### src/rtl/shift_rotate_pkg.sv
package shift_rotate_pkg;

    typedef enum logic [2:0] {
        OP_SHL_LOG = 3'b000,
        OP_SHR_LOG = 3'b001,
        OP_SHL_ARI = 3'b010,
        OP_SHR_ARI = 3'b011,
        OP_ROT_L   = 3'b100,
        OP_ROT_R   = 3'b101,
        OP_THRU_A  = 3'b110,
        OP_THRU_B  = 3'b111
    } sr_op_e;

    typedef struct packed {
        logic go_right;
        logic rotate;
        logic arith;
        logic bypass;
    } sr_ctrl_t;

    function automatic sr_ctrl_t decode_op(sr_op_e op);
        sr_ctrl_t c;
        c.bypass   = (op == OP_THRU_A) || (op == OP_THRU_B);
        c.rotate   = (op == OP_ROT_L) || (op == OP_ROT_R);
        c.arith    = (op == OP_SHL_ARI) || (op == OP_SHR_ARI);
        c.go_right = (op == OP_SHR_LOG) || (op == OP_SHR_ARI) || (op == OP_ROT_R);
        return c;
    endfunction

endpackage

### src/rtl/sr_decode.sv
module sr_decode
    import shift_rotate_pkg::*;
(
    input  sr_op_e   op,
    input  logic     lsb,
    input  logic     msb,
    output sr_ctrl_t ctrl,
    output logic     fill
);
    always_comb begin
        ctrl = decode_op(op);
        // Arithmetic shifts replicate the end bit that the shift moves away from
        if (ctrl.arith) fill = ctrl.go_right ? msb : lsb;
        else            fill = 1'b0;
    end
endmodule

### src/rtl/sr_barrel_stage.sv
module sr_barrel_stage
    import shift_rotate_pkg::*;
#(
    parameter int WIDTH = 16,
    parameter int DIST  = 1
)(
    input  logic [WIDTH-1:0] din,
    input  logic             en,
    input  sr_ctrl_t         ctrl,
    input  logic             fill,
    output logic [WIDTH-1:0] dout
);
    logic [WIDTH-1:0] left_v;
    logic [WIDTH-1:0] right_v;
    logic [DIST-1:0]  low_in;
    logic [DIST-1:0]  high_in;

    always_comb begin
        low_in  = ctrl.rotate ? din[WIDTH-1 -: DIST] : {DIST{fill}};
        high_in = ctrl.rotate ? din[DIST-1:0]        : {DIST{fill}};
        left_v  = {din[WIDTH-1-DIST:0], low_in};
        right_v = {high_in, din[WIDTH-1:DIST]};
        if (!en)               dout = din;
        else if (ctrl.go_right) dout = right_v;
        else                   dout = left_v;
    end
endmodule

### src/rtl/shift_rotate_unit.sv
module shift_rotate_unit
    import shift_rotate_pkg::*;
#(
    parameter int WIDTH        = 16,
    parameter int AMT_W        = $clog2(WIDTH) + 1,
    parameter bit REGISTER_OUT = 1'b1
)(
    input  logic             clk,
    input  logic             rst,
    input  logic [WIDTH-1:0] operand,
    input  logic [AMT_W-1:0] amount,
    input  logic [2:0]       op,
    output logic [WIDTH-1:0] result
);
    localparam int LOG2 = $clog2(WIDTH);

    sr_op_e   op_e;
    sr_ctrl_t ctrl;
    logic     fill;
    logic     over;
    logic [LOG2:0][WIDTH-1:0] chain;
    logic [WIDTH-1:0] core;

    assign op_e = sr_op_e'(op);

    sr_decode u_dec (
        .op   (op_e),
        .lsb  (operand[0]),
        .msb  (operand[WIDTH-1]),
        .ctrl (ctrl),
        .fill (fill)
    );

    assign chain[0] = operand;

    for (genvar k = 0; k < LOG2; k++) begin : g_stage
        sr_barrel_stage #(.WIDTH(WIDTH), .DIST(1 << k)) u_stage (
            .din  (chain[k]),
            .en   (amount[k]),
            .ctrl (ctrl),
            .fill (fill),
            .dout (chain[k+1])
        );
    end

    // Shifts saturate at WIDTH; rotations ignore the upper amount bits
    assign over = 32'(amount) >= 32'(WIDTH);

    always_comb begin
        if (ctrl.bypass)                core = operand;
        else if (!ctrl.rotate && over)  core = {WIDTH{fill}};
        else                            core = chain[LOG2];
    end

    if (REGISTER_OUT) begin : g_reg
        logic [WIDTH-1:0] result_q;
        always_ff @(posedge clk) begin
            if (rst) result_q <= '0;
            else     result_q <= core;
        end
        assign result = result_q;

        a_r9_reset_clears: assert property (@(posedge clk) disable iff (rst)
            $fell(rst) |-> result == '0);
    end else begin : g_comb
        assign result = core;
    end

    a_r7_zero_amount: assert property (@(posedge clk) disable iff (rst)
        amount == '0 |-> core == operand);
    a_r6_pass_codes: assert property (@(posedge clk) disable iff (rst)
        op[2:1] == 2'b11 |-> core == operand);
    a_r8_logic_saturate: assert property (@(posedge clk) disable iff (rst)
        (op[2:1] == 2'b00 && 32'(amount) >= 32'(WIDTH)) |-> core == '0);
    a_r5_rotate_keeps_ones: assert property (@(posedge clk) disable iff (rst)
        (op[2:1] == 2'b10) |-> $countones(core) == $countones(operand));
    a_r3_sign_kept: assert property (@(posedge clk) disable iff (rst)
        (op == 3'b011) |-> core[WIDTH-1] == operand[WIDTH-1]);
    a_r4_lsb_kept: assert property (@(posedge clk) disable iff (rst)
        (op == 3'b010) |-> core[0] == operand[0]);

endmodule

### config.mk
export PLATFORM = sky130hd
export DESIGN_NAME = shift_rotate_unit
export DESIGN_NICKNAME = d
export VERILOG_FILES = /design/src/rtl/shift_rotate_pkg.sv /design/src/rtl/sr_decode.sv /design/src/rtl/sr_barrel_stage.sv /design/src/rtl/shift_rotate_unit.sv
export SDC_FILE = /design/constraint.sdc
export NUM_CORES = 1
export LEC_CHECK = 0
export CAP_MARGIN = 20
export CORE_MARGIN = 4
export CORE_UTILIZATION = 60
export DETAILED_ROUTE_END_ITERATION = 7
export DONT_BUFFER_PORTS = 1
export PLACE_DENSITY = 0.79
export SLEW_MARGIN = 20
export SYNTH_ARGS = -nofsm -noshare
export SYNTH_HDL_FRONTEND = slang
export SYNTH_SLANG_ARGS = --single-unit
### constraint.sdc
create_clock -name clk -period 4.5 [get_ports clk]
set_clock_uncertainty 0.2 [all_clocks]
set_input_delay 0.9 -clock clk [delete_from_list [all_inputs] [get_ports clk]]
set_output_delay 0.9 -clock clk [all_outputs]
set_load 0.05 [all_outputs]
* After elaboration in Yosys (flattened, before gate mapping)
Index checks and enable logic that the tools add are counted.
** Storage, ports and cells
- Bits in read-only memories :: 0
- Output and inout port bits :: 16
- Memories kept :: 0
- Latch bits :: 0
- Logic and storage cells :: 36
- Bits in writable memories :: 0
- Register bits :: 16
** Operators by class
- Multiplexer cells :: 20
- Magnitude comparators :: 1
- Equal/unequal tests :: 7
- Div/mod/pow operators :: 0
- Reductions and logical operators :: 7
- $add $sub $neg :: 0
- Shift-type cells :: 0
- Bitwise operators :: 0
- Multiply operators :: 0
** Operators with widths (number)
- 16-bit 2-to-1 mux :: 10
- 8-bit 2-to-1 mux :: 2
- 3-bit equality test, second input constant :: 4
- 4-bit 2-to-1 mux :: 2
- 3-bit by 2-bit equality test with 1-bit output, second input constant :: 2
- 5-bit >= comparator, second input constant :: 1
- 1-bit logical OR :: 5
- 1-bit 2-to-1 mux :: 4
- 2-bit 2-to-1 mux :: 2
- 3-bit by 1-bit equality test with 1-bit output, second input constant :: 1
- 1-bit logical AND :: 1
- 1-bit logical NOT :: 1

* Logic depth before layout (Yosys ltp)
Gate-level depths: netlist of the first run.
- Word-level depth :: 19
- Gate-level depth with buffers :: 10

* By module
From an unflattened synthesis of the first run, not the netlist that was laid out.
** Second synthesis, totals
- Cell total of the unflattened synthesis :: 279
- Area, all modules :: 2212.1 um2
** By module, submodules not included
- shift_rotate_unit :: area an instance 564.3 um2, cells an instance 40, instances 1
- sr_barrel_stage (g_stage[2].u_stage) :: area an instance 459.2 um2, cells an instance 59, instances 1
- sr_barrel_stage (g_stage[1].u_stage) :: area an instance 404.1 um2, cells an instance 60, instances 1
- sr_barrel_stage (g_stage[0].u_stage) :: area an instance 370.4 um2, cells an instance 57, instances 1
- sr_barrel_stage (g_stage[3].u_stage) :: area an instance 351.6 um2, cells an instance 57, instances 1
- sr_decode :: area an instance 62.6 um2, cells an instance 6, instances 1

* Worst setup path after synthesis of the first run
Ideal clock, no wire load.
- Path kind :: input port to flip-flop
- Start point :: input op[1]
- End point :: register g_reg.result_q[0] (netlist: result[0])
- Slack :: 1764 ps
- Cell stages on the path :: 8
- Arrival time :: 2456 ps
- Buffers on the path :: 1
- Cells stage by stage :: buf_4 > and2_1 > a2bb2oi_1 > mux4_2 > o22ai_1 > o22ai_1 > a22o_1 > a211oi_2
** Between the ends
- Cells in the longest elaborated chain, start to end :: 14
** Ends and longest elaborated chain
- start: declaration :: RTL line shift_rotate_unit.sv:12 : input logic [2:0] op,
- 3-bit by 1-bit equality test with 1-bit output / 3-bit by 2-bit equality test with 1-bit output (equally long branches) :: RTL line shift_rotate_pkg.sv:26, shift_rotate_pkg.sv:25
- 1-bit logical OR (2 in series) :: RTL line shift_rotate_pkg.sv:26 : c.go_right = (op == OP_SHR_LOG) || (op == OP_SHR_ARI) || (op == OP_ROT_R);
- 16-bit 2-to-1 mux :: RTL line sr_barrel_stage.sv:24 : else if (ctrl.go_right) dout = right_v;
- 16-bit 2-to-1 mux :: RTL line sr_barrel_stage.sv:23 : if (!en) dout = din;
- 16-bit 2-to-1 mux :: RTL line sr_barrel_stage.sv:24
- 16-bit 2-to-1 mux :: RTL line sr_barrel_stage.sv:23
- 16-bit 2-to-1 mux :: RTL line sr_barrel_stage.sv:24
- 16-bit 2-to-1 mux :: RTL line sr_barrel_stage.sv:23
- 8-bit 2-to-1 mux :: RTL line sr_barrel_stage.sv:19 : low_in = ctrl.rotate ? din[WIDTH-1 -: DIST] : {DIST{fill}};
- 16-bit 2-to-1 mux :: RTL line sr_barrel_stage.sv:24
- 16-bit 2-to-1 mux :: RTL line sr_barrel_stage.sv:23
- 16-bit 2-to-1 mux :: RTL line shift_rotate_unit.sv:51 : else if (!ctrl.rotate && over) core = {WIDTH{fill}};
- 16-bit 2-to-1 mux (*) :: RTL line shift_rotate_unit.sv:50 : if (ctrl.bypass) core = operand;
- end signal: assignment :: RTL line shift_rotate_unit.sv:59 : else result_q <= core;
- end: declaration :: RTL line shift_rotate_unit.sv:56 : logic [WIDTH-1:0] result_q;
Every way passes the cells marked *; elsewhere a longest branch is shown, timed or not.
A chain may end at the register's enable or synchronous reset.

* Worst setup path in the final report of the first run
- Start point :: input op[0]
- End point :: register g_reg.result_q[3] (netlist: result[3])
** Between the ends
- Cells in the longest elaborated chain, start to end :: 16
** Ends and longest elaborated chain
- 3-bit by 1-bit equality test with 1-bit output / 3-bit by 2-bit equality test with 1-bit output (equally long branches) :: RTL line shift_rotate_pkg.sv:26, shift_rotate_pkg.sv:25
- 1-bit logical OR (2 in series) :: RTL line shift_rotate_pkg.sv:26
- 1-bit 2-to-1 mux (2 in series) :: RTL line sr_decode.sv:13 : if (ctrl.arith) fill = ctrl.go_right ? msb : lsb;
- 1-bit 2-to-1 mux :: RTL line sr_barrel_stage.sv:20 : high_in = ctrl.rotate ? din[DIST-1:0] : {DIST{fill}};
- 16-bit 2-to-1 mux :: RTL line sr_barrel_stage.sv:24
- 16-bit 2-to-1 mux (2 in series) :: RTL line sr_barrel_stage.sv:23
- 16-bit 2-to-1 mux :: RTL line sr_barrel_stage.sv:24
- 16-bit 2-to-1 mux :: RTL line sr_barrel_stage.sv:23
- 8-bit 2-to-1 mux :: RTL line sr_barrel_stage.sv:19
- 16-bit 2-to-1 mux :: RTL line sr_barrel_stage.sv:24
- 16-bit 2-to-1 mux :: RTL line sr_barrel_stage.sv:23
- 16-bit 2-to-1 mux :: RTL line shift_rotate_unit.sv:51
- 16-bit 2-to-1 mux (*) :: RTL line shift_rotate_unit.sv:50
Marked as above.

==> results by group, run 1 <==
Synthesis
  – Post-Syn Instances: 349
  – Synth area leaders: dfxtp_1 (13%), a21oi_1 (10%), nand2_1 (6.0%), mux4_2 (5.5%), nor2_1 (5.4%)
  – Mapped Area: 0.002441 mm^2
  – Syn nets: 375
  – Ys async rst share: 0
  – Leading area contributor after synthesis: dfxtp_1
  – Area share of the largest cell type after synthesis: 0.1312
  – Synth cell count leaders: a21oi_1 (50), nand2_1 (39), nor2_1 (35)
  – Most common cell in the synthesized netlist: a21oi_1
  – Avg Cell Area, Syn: 6.995 um^2
  – Most used flip-flop cell after synthesis: dfxtp_1
  – Synth warn: 0
  – Synth Register Bits: 16
  – Post-synthesis sequential area ratio: 0.1312
  – Post-synth EDFFs: 0
  – Yosys cell types: 60

Worst setup path
  – Critical Path Sink Type: flop
  – Crit start category: input port
  – Arr. time, crit path: 3.39 ns
  – Worst EP required: 4.49 ns
  – Crit Path Class: input port to flop
  – CP max FO: 33

Floorplan
  – I/O pin count: 42
  – Die Ht: 71.79 um
  – Row count: 22
  – Core area: 0.003799 mm^2
  – Die X: 71.79 um
  – DIE AREA: 0.005153 mm^2
  – Initial core utilization: 0.6426

Run
  – Max cap viols: 0

Timing
  – Final number of setup-violating endpoints: 0
  – Slew margin rel.: 0.3025
  – Unrepaired setup endpoints after global routing: no
  – Final period util: 0.7567
  – Worst-margin pin slew: 1.046 ns
  – Final min period: 3.405 ns
  – Setup TNS Final: 0 ns
  – Fmax: 293.7 MHz
  – Worst Slack Setup Final: 1.095 ns
  – Final slew viol count: 0
  – Final hold violations: 0

CTS
  – Max clock buf depth: 2
  – CTS root buf: clkbuf_8
  – Clock sinks: 16
  – Cts hold-fix bufs: 0
  – Clk pin slew, worst setup/hold paths: 0.06 ns
  – CTS tree: built
  – Setup Fix Bufs, Post-CTS: 0
  – PostCTS Resize Cnt: 0
  – Cts bufs inserted: 3
  – H-tree Lvls: 1

Global route
  – Pin count of the biggest net entering global routing: 47
  – Grt ovf: 0
  – First-pass GRT wire length: 14.07 mm
  – Vias in the first global route: 2602
  – Initial antenna violation count: 0
  – Tot GR Track Use: 0.3480

Detailed routing
  – First-pass iteration count of the detailed router: 6
  – Drt wl/cell: 24.92 um
  – DRC: 0
  – Vias: 3002
  – Initial DRC Count: 556
  – Total Routed Length: 9.146 mm
  – Vias per cell: 8.180
  – Antenna viol nets, final: 0

Hold path
  – Min-delay src: rst
  – Hold Crit Depth: 1
  – Hold Crit Endpoint: result[0]$_SDFF_PP0_
  – Hold/Removal Path Class: input port to flop

Placement
  – Place WS: 0.9464 ns
  – HPWL Detailed: 6.432 mm
  – Area after DPL: 0.002318 mm^2
  – # port buffers: 0
  – Routability cong.: 0.9791

Cells and area
  – Net total in the final layout: 346
  – Fillers: 347
  – Inserted Diodes: 0
  – Layout Area Growth over Synthesis: -2.768%
  – Max reg flops: 16
  – Layout cells sized above 1: 0.06897
  – Fin area: 0.002374 mm^2

Power and ir drop
  – Max rail drop VDD: 0.2505 mV
  – Pwr dens: 239.5 mW/mm^2
  – Leak: 0.8811 nW

Outcome
  – Status: finished, final reports clean
==> how the worst max path moves through the flow <==
stage | from | end | slack (ns)
floorplan | op[1] | result[0]$_SDFF_PP0_ | 1.76
global placement | op[0] | result[3]$_SDFF_PP0_ | 0.96
detailed placement | op[0] | result[3]$_SDFF_PP0_ | 0.95
CTS | op[0] | result[3]$_SDFF_PP0_ | 1.20
global route | op[0] | result[3]$_SDFF_PP0_ | 0.97
finish | op[0] | result[3]$_SDFF_PP0_ | 1.09
==> critical path, cell delays in order <==
cell and delay, ns:
a21bo_1 0.86, nand2_1 0.38, a211o_1 0.35, a311oi_1 0.40, o31ai_1 0.19, o21a_1 0.24
nor2_1 0.07
==> through the flow <==
stage	hold WS [ns]	std cells	total power, mW	utilization
floorplan	0.8635	349	0.4170	-
global placement	0.7681	363	0.4373	0.6103
detailed placement	0.7713	363	0.4366	0.6103
CTS	0.5119	367	0.5603	0.6248
global route	0.5074	367	0.5933	0.6248
finish	0.5115	367	0.5684	0.6248
==> final cells by class <==
class	instances	area [um^2]	share of cell area
multi-input combinational	284	1878	0.7912
sequential	16	320.3	0.1349
tap	48	60.06	0.02530
clock buffer	4	55.05	0.02319
inverter	14	52.55	0.02214
timing repair buffer	1	7.507	0.003163
==> layout by cell type, fill, tap and decap left out, types with 3 or more instances in the layout <==
cell type,netlist,routed
a21oi_1,50,50
nand2_1,39,39
nor2_1,35,35
o21ai_0,23,23
dfxtp_1,16,16
inv_1,14,14
mux2i_1,11,11
o221ai_1,10,10
a31oi_1,10,10
a32oi_1,9,9
a22oi_1,8,8
nand3_1,7,7
mux4_2,6,6
a211oi_1,6,6
o211ai_1,5,5
clkbuf_8,0,4
o22ai_1,3,3
a311o_1,3,3
o21a_1,3,3
o221a_1,3,3
nor3_1,3,3
a311oi_1,3,3
a221o_1,3,3
==> power by group <==
part	leakage [nW]	internal, mW	switching, mW	total (mW)
clock	0.0288	0.0775	0.0475	0.125
sequential	0.133	0.157	0.0572	0.214
combinational	0.719	0.0893	0.140	0.229
==> routing by layer <==
metal	share of wire	GRT usage	vias to the layer above
met4	0.049	0.1461	0
met5	0	0	-
met2	0.43	0.5031	302
met3	0.15	0.09116	56
met1	0.37	0.4860	1350
li1	-	-	1294
==> logic make-up (layout without fill, tap and decap cells) <==
logic type | after synthesis | count (layout) | share of synthesized area
buf+inv | 49 | 19 | 0.09943
mux | 18 | 18 | 0.1051
compound gates | 166 | 166 | 0.4798
flops | 16 | 16 | 0.1312
simple gates | 100 | 100 | 0.1845
(Power assumes the default switching activity.)
==> inputs of run 2 (changes only) <==
- clock period: 4.5 -> 3.3 ns (I/O delays scaled with it)
==> run 2 against run 1 <==
Net effect: total power rose by 38%; worst hold slack worse by 0.25 ns; via count fell by 0.90%; clock power is 39% higher; sequential share of layout area shrank 0.40 points; largest cell class unchanged; final cell count rose by 2.2%; wire length fell by 0.55%; die area did not move; sequential cell count stayed put; first-iteration DRC count decreased by 8.5%; critical path depth is the same; core utilization rose by 1.9 points.
==> results by group, run 2 (synthesized netlist as in run 1, its figures left out) <==
Placement
  – Routability cong.: 1.014 (was 0.9791)
  – HPWL Detailed: 6.547 mm (was 6.432 mm)
  – # port buffers: 0 (unchanged)
  – Area after DPL: 0.002391 mm^2 (was 0.002318 mm^2)
  – Cells after DPL: 371 (was 363)
  – Place WS: 0.3059 ns (was 0.9464 ns)

Timing
  – Slew margin rel.: 0.5132 (was 0.3025)
  – Unrepaired setup endpoints after global routing: no (unchanged)
  – Fmax: 362.0 MHz
  – Final hold violations: 0 (unchanged)
  – Worst-margin pin slew: 0.7303 ns (was 1.046 ns)
  – Final slew viol count: 0 (unchanged)
  – Final min period: 2.763 ns
  – WHS: 0.2628 ns (was 0.5115 ns)
  – Setup TNS Final: 0 ns (unchanged)
  – Final number of setup-violating endpoints: 0 (unchanged)
  – Final period util: 0.8372
  – Worst Slack Setup Final: 0.5373 ns (was 1.095 ns)

Detailed routing
  – Drt wl/cell: 24.26 um (was 24.92 um)
  – Vias: 2975 (was 3002)
  – DRC: 0 (unchanged)
  – Total Routed Length: 9.096 mm (was 9.146 mm)
  – Vias per cell: 7.933 (was 8.180)
  – Metal2 WL: 4.028 mm (was 3.927 mm)
  – First-pass iteration count of the detailed router: 6 (unchanged)
  – Metal-1 WL: 3.353 mm (was 3.399 mm)
  – Initial DRC Count: 509 (was 556)
  – WL met3: 1.297 mm (was 1.366 mm)
  – Antenna viol nets, final: 0 (unchanged)
  – DR top layer: met4 (unchanged)

Worst setup path
  – Worst setup path start: op[0] (unchanged)
  – Critical Path Sink Type: flop (unchanged)
  – Crit start category: input port (unchanged)
  – Arr. time, crit path: 2.70 ns (was 3.39 ns)
  – Worst EP required: 3.23 ns (was 4.49 ns)
  – CP max FO: 22 (was 33)
  – Crit Path Class: input port to flop (unchanged)

Power and ir drop
  – Pwr dens: 320.4 mW/mm^2 (was 239.5 mW/mm^2)
  – Power Total: 0.7836 mW (was 0.5684 mW)
  – Max rail drop VDD: 0.2850 mV (was 0.2505 mV)
  – Leak: 0.9231 nW (was 0.8811 nW)

CTS
  – Cts bufs inserted: 3 (unchanged)
  – Cts hold-fix bufs: 0 (unchanged)
  – CTS root buf: clkbuf_8 (unchanged)
  – Clock sinks: 16 (unchanged)
  – Clk pin slew, worst setup/hold paths: 0.06 ns (about the same)
  – PostCTS Resize Cnt: 0 (unchanged)
  – H-tree Lvls: 1 (unchanged)
  – CTS tree: built (unchanged)
  – Max clock buf depth: 2 (unchanged)
  – Setup Fix Bufs, Post-CTS: 0 (unchanged)

Global route
  – Grt ovf: 0 (unchanged)
  – Initial antenna violation count: 0 (unchanged)
  – Tot GR Track Use: 0.3555 (was 0.3480)
  – First-pass GRT wire length: 14.37 mm (was 14.07 mm)
  – Vias in the first global route: 2595 (was 2602)
  – Pin count of the biggest net entering global routing: 47 (unchanged)

Cells and area
  – Net total in the final layout: 354 (was 346)
  – Final Non-Filler Cells: 375 (was 367)
  – Final core utilization: 0.6439 (was 0.6248)
  – Most frequent cells in the layout: a21oi_1 (50), nand2_1 (39), nor2_1 (35) (unchanged)
  – Max reg flops: 16 (unchanged)
  – Layout cells sized above 1: 0.09174 (was 0.06897)
  – Fin area: 0.002446 mm^2 (was 0.002374 mm^2)
  – Commonest non-fill, non-tap cell in the layout: a21oi_1 (unchanged)
  – Layout Area Growth over Synthesis: 0.2052% (was -2.768%)
  – Inserted Diodes: 0 (unchanged)

Floorplan
  – Die Ht: 71.79 um (unchanged)
  – I/O pin count: 42 (unchanged)
  – Core area: 0.003799 mm^2 (unchanged)
  – Initial core utilization: 0.6426 (unchanged)
  – Row count: 22 (unchanged)
  – Die X: 71.79 um (unchanged)
  – DIE AREA: 0.005153 mm^2 (unchanged)

Run
  – Max cap viols: 0 (unchanged)

Hold path
  – Hold/Removal Path Class: input port to flop (unchanged)
  – Min-delay src: rst (unchanged)

Outcome
  – Status: finished, final reports clean (unchanged)
-- run 2: changes by cell type in the layout (fill, tap and decap cells not counted) --
cell / delta
buf_4: +7
buf_12: +1
-- run 2: per-layer routing --
layer	track usage	up-vias
met5	0	-
met2	0.5408	277
met3	0.08555	51
met4	0.1169	0
li1	-	1313
met1	0.4919	1334
-- run 2: final cells by class --
class                   count  area, um^2
multi-input cells         284        1878
inverters                  14       52.55
flip-flops and latches     16       320.3
repair buffers              9       80.08
well taps                  48       60.06
clock buffers               4       55.05
fillers                   340        1353
-- run 2: critical path, stage by stage --
cell and delay (ns):
a21bo_1 0.64, nand2_1 0.25, a211oi_1 0.35, a21oi_1 0.17, nand3_1 0.12, o211ai_1 0.10
a2111oi_1 0.41
-- run 2: path summary, 6_finish.rpt --
check | slack (ns) | end | depth (start not counted)
worst max-delay path | 0.54 | result[4]$_SDFF_PP0_ | 7
worst min-delay path | 0.26 | result[0]$_SDFF_PP0_ | 1
-- run 2: where the power goes --
| group | total [mW] | leakage (nW) | internal, mW | switching, mW |
|---|---|---|---|---|
| Clock | 0.174 | 0.0288 | 0.106 | 0.0681 |
| Sequential | 0.292 | 0.133 | 0.214 | 0.0784 |
| Combinational | 0.318 | 0.761 | 0.131 | 0.187 |
| Total | 0.784 | 0.923 | 0.450 | 0.333 |
